[config.mk]
export PLATFORM = sky130hd
export DESIGN_NAME = folded_bg_gen
export DESIGN_NICKNAME = d
export VERILOG_FILES = /design/src/rtl/bgen_pkg.sv /design/src/rtl/bgen_locate.sv /design/src/rtl/bgen_pattern.sv /design/src/rtl/folded_bg_gen.sv
export SDC_FILE = /design/constraint.sdc
export NUM_CORES = 1
export LEC_CHECK = 0
export BUFFER_PORTS_ARGS = -buffer_cell sky130_fd_sc_hd__buf_2
export CAP_MARGIN = 20
export CORE_AREA = 2 2 39 41
export CTS_CLUSTER_SIZE = 40
export DETAILED_ROUTE_END_ITERATION = 10
export DIE_AREA = 0 0 41 43
export PLACE_DENSITY = 0.53
export SLEW_MARGIN = 20
export SYNTH_ARGS = -nofsm -noshare
export SYNTH_HDL_FRONTEND = slang
export SYNTH_SLANG_ARGS = --single-unit
[constraint.sdc]
create_clock -name clk -period 1.2 [get_ports clk]
set_input_delay 0.24 -clock clk [delete_from_list [all_inputs] [get_ports clk]]
set_output_delay 0.24 -clock clk [all_outputs]
set_load 0.02 [all_outputs]
[src/rtl/bgen_pkg.sv]
package bgen_pkg;

    typedef enum logic [1:0] {
        BG_SOLID     = 2'd0,
        BG_CHECKER   = 2'd1,
        BG_ROWSTRIPE = 2'd2,
        BG_COLSTRIPE = 2'd3
    } bg_kind_e;

    typedef struct packed {
        bg_kind_e kind;
        logic     inv;
    } bg_mode_t;

    // Value of one physical cell for a given background and polarity.
    function automatic logic cell_value(
        input bg_kind_e kind,
        input logic     row_par,
        input logic     col_par,
        input logic     inv
    );
        logic base;
        case (kind)
            BG_SOLID:     base = 1'b0;
            BG_CHECKER:   base = row_par ^ col_par;
            BG_ROWSTRIPE: base = row_par;
            BG_COLSTRIPE: base = col_par;
            default:      base = 1'b0;
        endcase
        return base ^ inv;
    endfunction

endpackage

[src/rtl/bgen_locate.sv]
// Maps a logical word address onto the physical row and the physical
// column of each of its bits, and reports their parities.
module bgen_locate #(
    parameter int ADDR_W = 8,
    parameter int FOLD   = 4,
    parameter int WORD_W = 8
) (
    input  logic [ADDR_W-1:0] addr,
    output logic              row_par,
    output logic [WORD_W-1:0] col_par
);
    localparam int SEL_W = $clog2(FOLD);
    localparam int COL_W = $clog2(FOLD * WORD_W);
    localparam int ROW_W = ADDR_W - SEL_W;

    logic [SEL_W-1:0] word_in_row;
    logic [ROW_W-1:0] row_idx;
    logic             unused_row_hi;

    assign word_in_row   = addr[SEL_W-1:0];
    assign row_idx       = addr[ADDR_W-1:SEL_W];
    assign row_par       = row_idx[0];
    assign unused_row_hi = ^row_idx;

    for (genvar b = 0; b < WORD_W; b++) begin : g_bitcol
        logic [COL_W-1:0] col_idx;
        assign col_idx    = COL_W'(FOLD * b) + COL_W'(word_in_row);
        assign col_par[b] = col_idx[0];
    end

endmodule

[src/rtl/bgen_pattern.sv]
// Applies the selected background to every bit of the word.
module bgen_pattern
    import bgen_pkg::*;
#(
    parameter int WORD_W = 8
) (
    input  bg_mode_t          mode,
    input  logic              row_par,
    input  logic [WORD_W-1:0] col_par,
    output logic [WORD_W-1:0] data
);
    for (genvar b = 0; b < WORD_W; b++) begin : g_cell
        assign data[b] = cell_value(mode.kind, row_par, col_par[b], mode.inv);
    end
endmodule

[src/rtl/folded_bg_gen.sv]
module folded_bg_gen
    import bgen_pkg::*;
#(
    parameter int ROWS   = 64,
    parameter int FOLD   = 4,
    parameter int WORD_W = 8,
    parameter int ADDR_W = $clog2(ROWS * FOLD)
) (
    input  logic              clk,
    input  logic              rst,
    input  logic              in_valid,
    input  logic [ADDR_W-1:0] in_addr,
    input  logic [1:0]        in_bg,
    input  logic              in_inv,
    output logic              out_valid,
    output logic [WORD_W-1:0] out_data
);
    bg_mode_t          mode;
    logic              row_par;
    logic [WORD_W-1:0] col_par;
    logic [WORD_W-1:0] next_data;

    assign mode.kind = bg_kind_e'(in_bg);
    assign mode.inv  = in_inv;

    bgen_locate #(
        .ADDR_W (ADDR_W),
        .FOLD   (FOLD),
        .WORD_W (WORD_W)
    ) locate_i (
        .addr    (in_addr),
        .row_par (row_par),
        .col_par (col_par)
    );

    bgen_pattern #(
        .WORD_W (WORD_W)
    ) pattern_i (
        .mode    (mode),
        .row_par (row_par),
        .col_par (col_par),
        .data    (next_data)
    );

    always_ff @(posedge clk) begin
        if (rst) begin
            out_valid <= 1'b0;
            out_data  <= '0;
        end else begin
            out_valid <= in_valid;
            if (in_valid) begin
                out_data <= next_data;
            end
        end
    end

endmodule

* After elaboration in Yosys (flattened, before gate mapping)
Index checks and enable logic that the tools add are counted.
Word-level totals: word-level logic and storage cells 37, output and inout bits 9, register bits 9
Operators by class: bitwise gates (word level) 16, reductions and logical operators 1, $add $sub $neg 7, equality and inequality tests 3, multiplexer cells 8
Operator list (count):
- 1-bit case mux with 4 select lines | 8
- 1-bit XOR | 16
- 1-bit adder (first input constant) | 7
- 2-bit equality test (second input constant) | 2
- 2-bit by 1-bit equality test with 1-bit output (second input constant) | 1
- 2-bit zero test | 1

* Logic depth before layout (Yosys ltp)
Gate-level depths: netlist of the first run.
depth after elaboration 4, mapped depth 3, mapped depth without buffers 3

* Cells and area by module
Synthesis of the first run repeated with hierarchy kept, for this count alone.
Second synthesis, totals: cell total of the unflattened synthesis 83, area, all modules 762.0 um2
By module, submodules not included:
- bgen_pattern | cells an instance 46, times used 1, area each 381.6 um2
- folded_bg_gen | cells an instance 28, times used 1, area each 312.8 um2
- bgen_locate | cells an instance 9, times used 1, area each 67.6 um2

* Worst setup path after synthesis of the first run
Ideal clock, no wire load.
kind in2reg, from in in_addr[2], to reg out_data[6], path slack 0.145 ns, arrival 0.973 ns, required time 1.117 ns, buffers on the path 0, stages on the path 3, cell sequence mux2_4 > a2111o_1 > o221ai_1
On the way: cells in the longest elaborated chain, start to end 3
RTL lines:
- start, declared | RTL line folded_bg_gen.sv:12 | input logic [ADDR_W-1:0] in_addr,
- 1-bit XOR | RTL line bgen_pkg.sv:25 | BG_CHECKER: base = row_par ^ col_par;
- 1-bit case mux with 4 select lines (*) | RTL line bgen_pkg.sv:23 | case (kind)
- 1-bit XOR (*) | RTL line bgen_pkg.sv:30 | return base ^ inv;
- end signal, assigned | RTL line folded_bg_gen.sv:52 | out_data <= next_data;
- end, declared | RTL line folded_bg_gen.sv:16 | output logic [WORD_W-1:0] out_data
Every way passes the cells marked *; elsewhere a longest branch is shown, timed or not. A chain may end at the register's enable or synchronous reset.

==> reports/results.txt, run 1 <==
CTS tree: done
period utilization: 90.2%
power per cell area: 1190 mW/mm^2
most frequent cells in the layout: buf_2, clkbuf_4, dfxtp_1
die height: 43 um
CP max stage delay: 0.42 ns
CP max stage cell: dfxtp_1
global-route wire length before repair: 579 um
Synth Cell Area: 183 um^2
worst vdd rail ir drop: 0.000309 V
Final setup violation count: 0
crit path from: out_data[6]$_SDFFE_PP0P_
clock skew: 0 ns
cts repair resizes: 0
Reg2Reg Setup Slack: 0.46 ns
PortBufs: 16
CTS Buf Count: 3
DRT antenna net count: 0
yosys synthesis warning count: 0
register area: 40.0 um^2
top cell type by total area after synthesis: buf_4
Netlist cell types: 12
cts hold-fix bufs: 0
Leak: 0.139 nW
synthesized netlist cell count: 19
crit start category: register
clk buf depth: 2
router iterations before antenna repair: 2
final WL: 358 um
io pins: 23
First DRT Iteration DRCs: 1
H-tree depth: 1
number of buffers and inverters on the critical path: 1
DP Worst Slack: -0.000159 ns
largest net degree at the start of global routing: 10
share of cells above drive strength 1: 68.8%
Seq/Total Area, Yosys: 21.9%
family with the most delay on the worst path: flip-flops
Setup crit end kind: primary output
Synth top area share: 28.8%
top cells by area, synth: buf_4, dfxtp_1, mux2_4, a2111o_1, nor4bb_1
post-placement cell count: 45
Vias/cell: 3.77
CORE AREA: 0.00138 mm^2
fmax: 923 MHz
Post CTS Setup Buffer Count: 0
Area Overhead vs Synth: 42.5%
Multi-input gate area: 90.1 um^2
# diodes: 0
row count: 14
crit path DAT: 0.84 ns
Clock Sinks: 2
Synth Register Bits: 2
wire length per cell: 7.46 um
Tot Pwr: 0.000309 W
Rel. slew slack: 76.9%
status: finished, final reports clean
HP Start: rst
RSZ-0062 raised after global routing: false
Setup CP Type: reg -> out
Fillers: 159
final cell count without fillers: 48
final max-slew violation count: 0
GP Congestion: 0.589
synthesized area per cell: 9.61 um^2
final setup margin: 0.117 ns
worst slew pin tran: 0.342 ns
Vias: 181
RR Startpoint: out_data[6]$_SDFFE_PP0P_
initial antenna violation count: 0
GR Overflow Total: 0
Critical Path Fanout Max: 9
WP data required: 0.96 ns
Post-Syn Nets: 33
HPWL Detailed: 308 um
CTS root buf: clkbuf_4
minimum clock period: 1.08 ns
crit-path cells: buf_2
vias in the first global route: 161
Initial Utilization: 13.2%
drt drc: 0
Clock Latency Late Sink: 0.21 ns
Hold Path Class: in -> reg
CTS clk-pin slew, worst paths: 0.03 ns
Tot GR Track Use: 5.11%
die width: 41 um
Max-Cap Viols: 0
final hold violation count: 0
nets@finish: 48
die area: 0.00176 mm^2
most common cell after layout, fill and taps aside: buf_2
## layer usage
metal  vias up  wire length (um)  track usage [%]
met2        14               159             6.56
li1         90                 -                -
met3         0                40             3.14
met4         0                 0             4.00
met5         -                 0                0
met1        77               159             5.75
## state kept, by name (all words and copies together) (netlist names)
| register | flops |
|---|---|
| out_data | 1 |
| out_valid | 1 |
## synthesized netlist by cell type
| cell | n |
|---|---|
| nor4bb_1 | 1 |
| buf_4 | 7 |
| a2111o_1 | 1 |
| mux2_4 | 1 |
| nor2b_1 | 1 |
| nand3b_1 | 1 |
| nand2b_1 | 1 |
| a211oi_1 | 1 |
| and3b_1 | 1 |
| dfxtp_1 | 2 |
| or3b_2 | 1 |
| o221ai_1 | 1 |
## layout make-up
type	instances	share of cell area (%)
Tap cell	16	7.69
Clock buffer	3	8.65
Timing Repair Buffer	17	33.7
Multi-Input combinational cell	10	34.6
Sequential cell	2	15.4
## kinds of logic (layout without fill, tap and decap cells)
group / after synthesis / after routing / share of synthesized area, %
buffers and inverters: 7 / 20 / 28.8
and+or+nand+nor: 6 / 6 / 26.0
AOI/OAI and AO/OA: 3 / 3 / 15.1
DFF: 2 / 2 / 21.9
muxes: 1 / 1 / 8.22
## power breakdown
group	switching [W]	leakage (nW)	internal [W]
clock network	0.0000300	0.0138	0.000110
logic	0.0000530	0.109	0.0000392
registers	0.00000505	0.0166	0.0000718
## through the flow
stage          area, um^2  hold slack (ns)  setup TNS (ns)  utilization (%)
4_1_cts               260            0.223               0             18.8
6_report              260            0.227               0             18.8
5_1_grt               260            0.231               0             18.8
2_1_floorplan         183            0.312               0                -
3_5_place_dp          238            0.452       -0.000159             17.2
3_3_place_gp          238            0.455         -0.0156             17.2
## path summary, 6_finish.rpt
kind,to,cells past startpoint
max,out_data[3],1
min,out_valid$_SDFF_PP0_,2
max reg2reg,out_data[6]$_SDFFE_PP0P_,2
min reg2reg,out_data[6]$_SDFFE_PP0P_,2
(Power assumes the default switching activity.)
==> run 2: changes to the inputs <==
--- a/config.mk
+++ b/config.mk
@@ -11,7 +11,6 @@
 export CTS_CLUSTER_SIZE = 40
 export DETAILED_ROUTE_END_ITERATION = 10
 export DIE_AREA = 0 0 41 43
-export PLACE_DENSITY = 0.53
 export SLEW_MARGIN = 20
 export SYNTH_ARGS = -nofsm -noshare
 export SYNTH_HDL_FRONTEND = slang
==> run 2 against run 1 <==
Compared with the run above:
- clock skew is the same
- via count fell by 4.4%
- register-to-register slack hardly changed
- sequential power about the same
- flip-flop and latch count is the same
==> reports/results.txt, run 2 (synthesized netlist as in run 1, its figures left out) <==
status: finished, final reports clean (unchanged)
RSZ-0062 raised after global routing: false (unchanged)
CP max stage delay: 0.42 ns (about the same)
Setup CP Type: reg -> out (unchanged)
CP max stage cell: dfxtp_1 (unchanged)
die height: 43 um (unchanged)
HPWL Detailed: 268 um (was 308 um)
DRT antenna net count: 0 (unchanged)
DP Area: 230 um^2 (was 238 um^2)
Max-Cap Viols: 0 (unchanged)
CORE AREA: 0.00138 mm^2 (unchanged)
io pins: 23 (unchanged)
minimum clock period: 1.09 ns (was 1.08 ns)
Flop pwr share: 24.5% (was 24.9%)
First DRT Iteration DRCs: 1 (unchanged)
largest net degree at the start of global routing: 10 (unchanged)
cts repair resizes: 0 (unchanged)
CTS clk-pin slew, worst paths: 0.03 ns (about the same)
crit path DAT: 0.85 ns (was 0.84 ns)
family with the most delay on the worst path: flip-flops (unchanged)
top flop regs: out_data: 1 flops, out_valid: 1 flops (unchanged)
clk buf depth: 2 (unchanged)
final hold violation count: 0 (unchanged)
Fillers: 158 (was 159)
register area: 40.0 um^2 (unchanged)
WP data required: 0.96 ns (about the same)
number of buffers and inverters on the critical path: 1 (unchanged)
CTS Buf Count: 3 (unchanged)
global-route wire length before repair: 565 um (was 579 um)
logic gate share of total power: 28.4% (was 29.9%)
Int Power: 0.000219 W (was 0.000221 W)
row count: 14 (unchanged)
wire length per cell: 7.11 um (was 7.46 um)
switching part of the total: 30.1% (was 28.5%)
CTS tree: done (unchanged)
power per cell area: 1240 mW/mm^2 (was 1190 mW/mm^2)
router iterations before antenna repair: 2 (unchanged)
Hold Path Class: in -> reg (unchanged)
Area Overhead vs Synth: 38.4% (was 42.5%)
Vias/cell: 3.68 (was 3.77)
Vias: 173 (was 181)
drt drc: 0 (unchanged)
fmax: 919 MHz (was 923 MHz)
initial antenna violation count: 0 (unchanged)
period utilization: 90.6% (was 90.2%)
met3 usage in global routing: 4.71% (was 3.14%)
worst vdd rail ir drop: 0.000247 V (was 0.000309 V)
Clock power frac: 47.1% (was 45.2%)
vias in the first global route: 144 (was 161)
Net Switching: 0.0000945 W (was 0.0000881 W)
H-tree depth: 1 (unchanged)
clock skew: 0 ns (unchanged)
Rel. slew slack: 77.4% (was 76.9%)
PortBufs: 16 (unchanged)
cts hold-fix bufs: 0 (unchanged)
final WL: 334 um (was 358 um)
Setup crit end kind: primary output (unchanged)
die area: 0.00176 mm^2 (unchanged)
Post CTS Setup Buffer Count: 0 (unchanged)
Clock Sinks: 2 (unchanged)
Setup TNS: 0 ns (unchanged)
GP Congestion: 0.554 (was 0.589)
cell area after layout: 253 um^2 (was 260 um^2)
Critical Path Fanout Max: 9 (unchanged)
share of cells above drive strength 1: 67.7% (was 68.8%)
Final setup violation count: 0 (unchanged)
most common cell after layout, fill and taps aside: buf_2 (unchanged)
nets@finish: 47 (was 48)
worst slew pin tran: 0.335 ns (was 0.342 ns)
crit start category: register (unchanged)
die width: 41 um (unchanged)
met1 Resource Use GR: 5.71% (was 5.75%)
Clock Latency Late Sink: 0.22 ns (was 0.21 ns)
crit-path cells: buf_2 (unchanged)
CTS root buf: clkbuf_4 (unchanged)
gr busiest metal: met1 (was met2)
Tot GR Track Use: 5.10% (was 5.11%)
final max-slew violation count: 0 (unchanged)
GR Overflow Total: 0 (unchanged)
met2 Use GR: 5.63% (was 6.56%)
Multi-input gate area: 90.1 um^2 (unchanged)
Initial Utilization: 13.2% (unchanged)
most frequent cells in the layout: buf_2, clkbuf_4, dfxtp_1 (unchanged)
Leak: 0.134 nW (was 0.139 nW)
# diodes: 0 (unchanged)
-- run 2: cell count changes in the layout (fill, tap and decap cells not counted) --
cell | before | now
buf_4 | 1 | 0
-- run 2: cell type report --
type | instances | share of cell area (%)
clock buffer | 3 | 8.91
multi-input combinational | 10 | 35.6
tap | 16 | 7.92
sequential | 2 | 15.8
timing repair buffer | 16 | 31.7
-- run 2: through the flow --
step                      utilization [%]  power [W]  setup slack (ns)  hold slack, ns  instances
after global placement               16.6   0.000166           -0.0123           0.441         44
final                                18.3   0.000314             0.112           0.214         47
after global routing                 18.3   0.000342          0.000979           0.219         47
after floorplan                         -   0.000155             0.145           0.312         19
after detailed placement             16.6   0.000167          -0.00282           0.439         44
after CTS                            18.3   0.000325            0.0883           0.202         47
-- run 2: path summary, 6_finish.rpt --
kind                                  from                       end  depth (start not counted)  slack, ns
setup / recovery  out_data[6]$_SDFFE_PP0P_               out_data[3]                          1       0.11
hold / removal                         rst      out_valid$_SDFF_PP0_                          2       0.21
setup reg to reg  out_data[6]$_SDFFE_PP0P_  out_data[6]$_SDFFE_PP0P_                          2       0.46
hold reg to reg   out_data[6]$_SDFFE_PP0P_  out_data[6]$_SDFFE_PP0P_                          2       0.61
-- run 2: power by group through the flow --
| stage | sequential (W) | combinational (W) | clock [W] |
|---|---|---|---|
| final | 0.0000767 | 0.0000892 | 0.000148 |
| after global routing | 0.0000788 | 0.0000993 | 0.000163 |
| after detailed placement | 0.0000778 | 0.0000893 | 0 |
| after global placement | 0.0000775 | 0.0000888 | 0 |
| after floorplan | 0.0000839 | 0.0000706 | 0 |
| after CTS | 0.0000770 | 0.0000896 | 0.000158 |
-- run 2: metal layers --
| metal | part of all wire [%] | vias to the layer above |
|---|---|---|
| li1 | - | 89 |
| met1 | 44 | 70 |
| met2 | 37 | 14 |
| met3 | 18 | 0 |
| met4 | 0 | 0 |
| met5 | 0 | - |
